--- config.mk ---
export PLATFORM = sky130hd
export DESIGN_NAME = regfile_dualread
export DESIGN_NICKNAME = d
export VERILOG_FILES = /design/src/rtl/rf_pkg.sv /design/src/rtl/rf_write_arb.sv /design/src/rtl/rf_storage.sv /design/src/rtl/rf_read_port.sv /design/src/rtl/regfile_dualread.sv
export SDC_FILE = /design/constraint.sdc
export NUM_CORES = 1
export LEC_CHECK = 0
export BUFFER_PORTS_ARGS = -buffer_cell sky130_fd_sc_hd__buf_2
export CORE_MARGIN = 1.5
export CORE_UTILIZATION = 45
export CTS_BUF_LIST = sky130_fd_sc_hd__clkbuf_2 sky130_fd_sc_hd__clkbuf_4 sky130_fd_sc_hd__clkbuf_8
export CTS_CLUSTER_DIAMETER = 150
export CTS_CLUSTER_SIZE = 8
export DETAILED_ROUTE_END_ITERATION = 7
export PLACE_DENSITY_LB_ADDON = 0.3
export SLEW_MARGIN = 0
export SYNTH_ARGS = -nofsm -noshare
export SYNTH_HDL_FRONTEND = slang
export SYNTH_SLANG_ARGS = --single-unit
--- constraint.sdc ---
create_clock -name clk -period 0.9 [get_ports clk]
set_input_delay 0.135 -clock clk [delete_from_list [all_inputs] [get_ports clk]]
set_output_delay 0.135 -clock clk [all_outputs]
set_load 0.005 [all_outputs]
--- src/rtl/rf_pkg.sv ---
package rf_pkg;
  typedef enum logic [1:0] {
    WSRC_NONE    = 2'd0,
    WSRC_PORT    = 2'd1,
    WSRC_PRELOAD = 2'd2
  } wsrc_e;
endpackage

--- src/rtl/rf_write_arb.sv ---
module rf_write_arb #(
  parameter int ADDR_W = 2,
  parameter int DATA_W = 4
) (
  input  logic              wr_en,
  input  logic [ADDR_W-1:0] wr_addr,
  input  logic [DATA_W-1:0] wr_data,
  input  logic              pre_en,
  input  logic [ADDR_W-1:0] pre_addr,
  input  logic [DATA_W-1:0] pre_data,
  output logic              commit_en,
  output logic [ADDR_W-1:0] commit_addr,
  output logic [DATA_W-1:0] commit_data
);
  import rf_pkg::*;

  wsrc_e src;

  always_comb begin
    if (pre_en)     src = WSRC_PRELOAD;
    else if (wr_en) src = WSRC_PORT;
    else            src = WSRC_NONE;
  end

  always_comb begin
    commit_en   = 1'b0;
    commit_addr = '0;
    commit_data = '0;
    case (src)
      WSRC_PRELOAD: begin
        commit_en   = 1'b1;
        commit_addr = pre_addr;
        commit_data = pre_data;
      end
      WSRC_PORT: begin
        commit_en   = 1'b1;
        commit_addr = wr_addr;
        commit_data = wr_data;
      end
      default: ;
    endcase
  end
endmodule

--- src/rtl/rf_storage.sv ---
module rf_storage #(
  parameter int DEPTH  = 4,
  parameter int DATA_W = 4,
  localparam int ADDR_W = $clog2(DEPTH)
) (
  input  logic                          clk,
  input  logic                          rst_n,
  input  logic                          commit_en,
  input  logic [ADDR_W-1:0]             commit_addr,
  input  logic [DATA_W-1:0]             commit_data,
  output logic [DEPTH-1:0][DATA_W-1:0]  entries
);
  for (genvar e = 0; e < DEPTH; e++) begin : g_entry
    logic              hit;
    logic [DATA_W-1:0] q;
    logic [DATA_W-1:0] d;

    assign hit = commit_en && (commit_addr == ADDR_W'(e));

    always_comb d = commit_data;

    always_ff @(posedge clk or negedge rst_n) begin
      if (!rst_n)   q <= '0;
      else if (hit) q <= d;
    end

    assign entries[e] = q;
  end
endmodule

--- src/rtl/rf_read_port.sv ---
module rf_read_port #(
  parameter int DEPTH  = 4,
  parameter int DATA_W = 4,
  localparam int ADDR_W = $clog2(DEPTH)
) (
  input  logic                          clk,
  input  logic                          rst_n,
  input  logic [DEPTH-1:0][DATA_W-1:0]  entries,
  input  logic [ADDR_W-1:0]             rd_addr,
  output logic [DATA_W-1:0]             rd_q
);
  logic [DATA_W-1:0] sel_d;

  always_comb sel_d = entries[rd_addr];

  always_ff @(negedge clk or negedge rst_n) begin
    if (!rst_n) rd_q <= '0;
    else        rd_q <= sel_d;
  end
endmodule

--- src/rtl/regfile_dualread.sv ---
module regfile_dualread #(
  parameter int DEPTH  = 4,
  parameter int DATA_W = 4,
  localparam int ADDR_W = $clog2(DEPTH)
) (
  input  logic              clk,
  input  logic              rst_n,
  input  logic [ADDR_W-1:0] rd_addr_a,
  input  logic [ADDR_W-1:0] rd_addr_b,
  input  logic              wr_en,
  input  logic [ADDR_W-1:0] wr_addr,
  input  logic [DATA_W-1:0] wr_data,
  input  logic              pre_en,
  input  logic [ADDR_W-1:0] pre_addr,
  input  logic [DATA_W-1:0] pre_data,
  output logic [DATA_W-1:0] rd_data_a,
  output logic [DATA_W-1:0] rd_data_b
);
  localparam int NPORTS = 2;

  logic rst_meta_n;
  logic rst_sync_n;

  always_ff @(posedge clk or negedge rst_n) begin
    if (!rst_n) begin
      rst_meta_n <= 1'b0;
      rst_sync_n <= 1'b0;
    end else begin
      rst_meta_n <= 1'b1;
      rst_sync_n <= rst_meta_n;
    end
  end

  logic                         commit_en;
  logic [ADDR_W-1:0]            commit_addr;
  logic [DATA_W-1:0]            commit_data;
  logic [DEPTH-1:0][DATA_W-1:0] entries;

  rf_write_arb #(.ADDR_W(ADDR_W), .DATA_W(DATA_W)) u_arb (
    .wr_en       (wr_en),
    .wr_addr     (wr_addr),
    .wr_data     (wr_data),
    .pre_en      (pre_en),
    .pre_addr    (pre_addr),
    .pre_data    (pre_data),
    .commit_en   (commit_en),
    .commit_addr (commit_addr),
    .commit_data (commit_data)
  );

  rf_storage #(.DEPTH(DEPTH), .DATA_W(DATA_W)) u_store (
    .clk         (clk),
    .rst_n       (rst_sync_n),
    .commit_en   (commit_en),
    .commit_addr (commit_addr),
    .commit_data (commit_data),
    .entries     (entries)
  );

  logic [NPORTS-1:0][ADDR_W-1:0] port_addr;
  logic [NPORTS-1:0][DATA_W-1:0] port_q;

  assign port_addr[0] = rd_addr_a;
  assign port_addr[1] = rd_addr_b;

  for (genvar p = 0; p < NPORTS; p++) begin : g_rport
    rf_read_port #(.DEPTH(DEPTH), .DATA_W(DATA_W)) u_rp (
      .clk     (clk),
      .rst_n   (rst_sync_n),
      .entries (entries),
      .rd_addr (port_addr[p]),
      .rd_q    (port_q[p])
    );
  end

  assign rd_data_a = port_q[0];
  assign rd_data_b = port_q[1];
endmodule

==> impl_metrics.toml, run 1 <==
[final_layout]
area.sequential_sq_um = 652
stdcell_count = 160
multi_input_area_sq_um = 584
drive_gt1_share_pct = 66.9
area_growth_pct = 40.9
diodes = 0
fin_util_pct = 67.2
fill_cells = 197
nets = 151

[sta]
finalSetupTns_ns = -8.87
finalMaxSlewViolations = 0
layout_setup_ws_ns = -0.639
hold_violations = 0
grt_setup_unrepaired = "true"
finalSetupViolCount = 22
hold_ws_ns = 0.108
skew_ns = 0.00906

[clock_network]
cts.path.max_buffers = 2
htreeDepth = 1
cts-buffers-inserted = 3
cts_tree = "built"
path_clk_slew_ns = 0.14
clk_latency_ns = 0.31
cts_sinks = 26
cts_root_buf = "clkbuf_4"

[run_status]
violations = "setup timing"
status = "finished with violations"

[routing]
wl_met2_microns = 1400
drt_iter0_drc = 2
first_pass_iters = 4
wirelength_met1_microns = 991
drt.antenna.violating_nets = 0
avgRoutedWirePerCell_microns = 15.8
wl_microns = 2530
vias = 823
top_layer = "met4"
met3_wirelength_microns = 102
drc = 0
via_per_inst = 5.14

[worst_setup_path]
path_buf_inv = 0
cp-end-kind = "flip-flop"
cp_top_family = "multiplexers"
cp.required_ns = 0.60
cp-start-kind = "flip-flop"
path_cells = "mux4_2"
crit_type = "flip-flop to flip-flop"
crit_fanout = 3
cp_slowest_cell = "mux4_2"
critPathArrivalTime_ns = 1.24
max_stage_delay_ns = 0.49

[synthesis]
synth_area_leaders = "dfrtp_1 38%, dfrtn_1 17%, mux2_2 15%"
synth_seq_area_share_pct = 55.1
synth_edf_count = 0
avgSynthCellArea_sq_um = 15.3
syn-cell-area_sq_mm = 0.00118
synth_flop_cell = "dfrtp_1"
synth_commonest_cells = "18 x dfrtp_1, 16 x mux2_2, 9 x nand2_1"
yosys.area.top_type = "dfrtp_1"
synthArstFlopShare_pct = 100
synth_top_area_share_pct = 38.1
postSynthCellCount = 77
yosys.cell_types.count = 19
yosys_warnings = 0
synth-seq-cells = 26
synth_most_common_cell = "dfrtp_1"
syn_nets = 97

[floorplan]
fp.coreArea_sq_mm = 0.00248
fp.dieH_microns = 54.2
die-area_sq_mm = 0.00294
die_w_microns = 54.2
rows = 18
start_util_pct = 47.7
ios = 28

[power]
p_leak_nw = 0.806
powerDensity_mw_per_mm2 = 1840
peakVddDrop_mv = 1.02

[placement]
finalWeightedCongestion = 0.696
hpwl_microns = 2050
numPortBuffers = 27
dp.cells = 155

[grt]
grt_pass1_wl_microns = 4170
grt_pass1_vias = 893
grt_util_all_layers_pct = 20.8
grt-ovfl-total = 0
grt_max_degree = 16
antenna_found_initial = 0

[flow_run]
maxCapViolCount = 0

[worst_hold_path]
hp-class = "primary input to async pin"
## final timing paths
kind                                         startpoint                       to  slack, ns  cells after the start
worst max-delay path            u_store.g_entry[3].q[0]  g_rport[1].u_rp.rd_q[0]      -0.64                      1
worst min-delay path                              rst_n               rst_sync_n       0.11                      2
worst max register to register  u_store.g_entry[3].q[0]  g_rport[1].u_rp.rd_q[0]      -0.64                      1
worst min register to register               rst_sync_n  u_store.g_entry[1].q[2]       0.16                      0
max in group asynchronous                    rst_sync_n  g_rport[1].u_rp.rd_q[2]       0.12                      0
min in group clk                            pre_data[2]  u_store.g_entry[1].q[2]       0.29                      4
## through the flow
| step | total power, W | worst slack [ns] | instance area, sq um |
|---|---|---|---|
| after floorplan | 0.00200 | -0.528 | 1260 |
| after global placement | 0.00236 | -0.544 | 1580 |
| after detailed placement | 0.00243 | -0.597 | 1580 |
| after CTS | 0.00308 | -0.631 | 1660 |
| after global routing | 0.00323 | -0.649 | 1660 |
| final | 0.00306 | -0.639 | 1660 |
## report_power, final
group / internal [W] / total [W] / switching (W)
clock: 0.000247 / 0.000581 / 0.000334
sequential: 0.00142 / 0.00158 / 0.000163
combinational: 0.000624 / 0.000904 / 0.000281
total: 0.00229 / 0.00306 / 0.000777
## layout by cell type, fill, tap and decap left out, types with 2 or more instances in the layout
cell type / Yosys / layout
dfrtn_1: 8 / 8
o21ai_1: 1 / 4
buf_6: 1 / 9
buf_2: 0 / 26
o21ai_2: 1 / 2
nand3b_1: 2 / 2
nand2_1: 9 / 8
mux4_2: 8 / 8
dfrtp_1: 18 / 17
clkbuf_4: 0 / 3
buf_4: 1 / 15
mux2_2: 16 / 5
mux2_4: 0 / 11
## sequential cells by signal, indices dropped and copies added (netlist names)
name,count
g_rport.u_rp.rd_q,8
rst_meta_n,1
rst_sync_n,1
u_store.g_entry.q,16
## layer usage
layer  vias up  track usage [%]
met5         -                0
met4         0             7.50
met3         6             3.28
met2        29             37.8
met1       397             24.6
li1        391                -
## layout make-up
| type | count | area share, % |
|---|---|---|
| Sequential cell | 26 | 39.2 |
| Multi-Input combinational cell | 49 | 35.1 |
| Timing Repair Buffer | 51 | 21.3 |
| Tap cell | 30 | 2.26 |
| Clock buffer | 4 | 2.18 |
## logic make-up (layout without fill, tap and decap cells)
kind of cell           Yosys count  in the layout  synth area share, %
muxes                           24             24                 30.5
buffers and inverters            2             55                 1.59
DFF                             26             26                 55.1
AOI/OAI and AO/OA                8              8                 4.98
other                            1              1                0.317
and+or+nand+nor                 16             16                 7.52
## timing repair
item                       in CTS  in global routing
buffers inserted                7                  3
setup endpoints to repair      30                 32
pin swaps                       0                  1
gates resized for setup         8                  9
hold buffers                    1                  0
cloned                          0                  0
hold endpoints to repair        2                  0
No activity file was read; power rests on OpenSTA's default activity.
==> run 2: changes to the inputs <==
--- a/config.mk
+++ b/config.mk
@@ -12,6 +12,7 @@
 export CTS_CLUSTER_DIAMETER = 150
 export CTS_CLUSTER_SIZE = 8
 export DETAILED_ROUTE_END_ITERATION = 7
+export HOLD_SLACK_MARGIN = 0.15
 export PLACE_DENSITY_LB_ADDON = 0.3
 export SLEW_MARGIN = 0
 export SYNTH_ARGS = -nofsm -noshare
==> constraint.sdc (replaced) <==
create_clock -name clk -period 0.9 [get_ports clk]
set_input_delay 0.135 -clock clk [delete_from_list [all_inputs] [get_ports clk]]
set_output_delay 0.135 -clock clk [all_outputs]
set_load 0.05 [all_outputs]
==> run 2 against run 1 <==
  * The flow still finishes with violations (setup timing)
  * Global-route usage is 0.23 points higher
  * Die area did not move
  * Utilization is 2.4 points higher
  * Sequential power is essentially flat
  * Worst setup slack hardly changed
  * Worst hold slack better by 0.056 ns
  * Clock skew hardly changed
  * Wire length increased by 0.43%
  * Non-clock buffer count is 1 higher
  * Total power grew 15%
  * Register-to-register slack barely moved
  * Sequential cell count did not move
==> impl_metrics.toml, run 2 (synthesis results as in run 1) <==
[clock_network]
cts_tree = "built"
cts.path.max_buffers = 2
path_clk_slew_ns = 0.14
cts_root_buf = "clkbuf_4"
htreeDepth = 1
cts_sinks = 26
cts-buffers-inserted = 3
clk_latency_ns = 0.31

[sta]
finalSetupViolCount = 22
layout_setup_ws_ns = -0.639
skew_ns = 0.00880
hold_violations = 0
grt_setup_unrepaired = "true"
finalSetupTns_ns = -9.48
finalMaxSlewViolations = 0

[power]
p_leak_nw = 0.823
powerDensity_mw_per_mm2 = 2040
fin_total_pwr_w = 0.00352
intPower_w = 0.00241
p_sw_share_pct = 31.7
seq_power_share_pct = 45.5
p_sw_w = 0.00112
p_clk_share_pct = 16.5
power_frac_comb_pct = 38.0
peakVddDrop_mv = 1.29

[worst_hold_path]
hp-class = "flip-flop to async pin"

[floorplan]
die_w_microns = 54.2
fp.dieH_microns = 54.2
die-area_sq_mm = 0.00294
ios = 28
rows = 18
start_util_pct = 47.7
fp.coreArea_sq_mm = 0.00248

[placement]
hpwl_microns = 2050
dp_slack_ns = -0.597
finalWeightedCongestion = 0.696
numPortBuffers = 27
placed_area_sq_mm = 0.00158

[grt]
grt_pass1_wl_microns = 4220
grt_max_degree = 16
grt_pass1_vias = 902
grt-ovfl-total = 0
grt_util_all_layers_pct = 21.0
antenna_found_initial = 0

[routing]
via_per_inst = 5.16
avgRoutedWirePerCell_microns = 15.8
drt.antenna.violating_nets = 0
drc = 0
wl_microns = 2540
vias = 831
first_pass_iters = 4
drt_iter0_drc = 2

[run_status]
status = "finished with violations"
violations = "setup timing"

[final_layout]
final_cell_mix = "18 x buf_2, 17 x buf_6, 17 x dfrtp_1"
area_growth_pct = 46.0
finalInstanceArea_sq_mm = 0.00172
nets = 152
reg.largest.list = "u_store.g_entry.q (16), g_rport.u_rp.rd_q (8)"
final_common_cell = "buf_2"
fin_util_pct = 69.6
drive_gt1_share_pct = 66.4
diodes = 0
regMostFlops = "u_store.g_entry.q"
largest_reg_flops = 16

[worst_setup_path]
cp_slowest_cell = "mux4_2"
cp-start-kind = "flip-flop"
cp.required_ns = 0.60
cp-end-kind = "flip-flop"
max_stage_delay_ns = 0.49
path_buf_inv = 0
critPathArrivalTime_ns = 1.24
path_cells = "mux4_2"
r2r_setup_slack_ns = -0.64
crit_fanout = 3
crit_type = "flip-flop to flip-flop"
cp_top_family = "multiplexers"

[flow_run]
maxCapViolCount = 0
## run 2: cell count changes in the layout (fill, tap and decap cells not counted), sizes merged
cell	change
dlygate4sd3	+1
## run 2: metal layers
layer	routed length, microns	GRT usage (%)	share of wire, %
met5	0	0	0
met4	42	7.50	1.7
met3	96	3.28	3.8
met2	1420	38.4	56
met1	982	24.8	39
## run 2: cell type report
| class | instances | area (sq um) |
|---|---|---|
| Fill cell | 192 | 753 |
| Tap cell | 30 | 37.5 |
| Multi-Input combinational cell | 49 | 584 |
| Clock buffer | 4 | 36.3 |
| Sequential cell | 26 | 652 |
| Timing Repair Buffer | 52 | 414 |
## run 2: power by group through the flow
stage	registers (W)	clock network, W	logic (W)
3_3_place_gp	0.00156	0	0.00112
3_5_place_dp	0.00159	0	0.00116
5_1_grt	0.00164	0.000629	0.00142
4_1_cts	0.00159	0.000603	0.00134
2_1_floorplan	0.00188	0	0.000432
6_report	0.00160	0.000582	0.00134
## run 2: metrics by stage
| step | hold WS [ns] | std cells |
|---|---|---|
| finish | 0.164 | 161 |
| global route | 0.203 | 161 |
| CTS | 0.182 | 162 |
| detailed placement | -0.0777 | 155 |
| global placement | -0.0798 | 155 |
| floorplan | -0.161 | 77 |
## run 2: worst paths after layout
path / to / depth (start not counted) / start
min in group clk: u_store.g_entry[1].q[2] / 4 / pre_data[2]
min: u_store.g_entry[1].q[2] / 0 / rst_sync_n
max reg2reg: g_rport[1].u_rp.rd_q[0] / 1 / u_store.g_entry[3].q[0]
max: g_rport[1].u_rp.rd_q[0] / 1 / u_store.g_entry[3].q[0]
min reg2reg: u_store.g_entry[1].q[2] / 0 / rst_sync_n
max in group asynchronous: rst_sync_n / 3 / rst_n
## run 2: timing repair
item                                    CTS  global route
pin swaps                                 0             1
buffers inserted                          7             3
hold buffers                              2             0
resized for setup                        24             9
hold endpoints to repair                  2             0
endpoints found under the setup margin   30            32
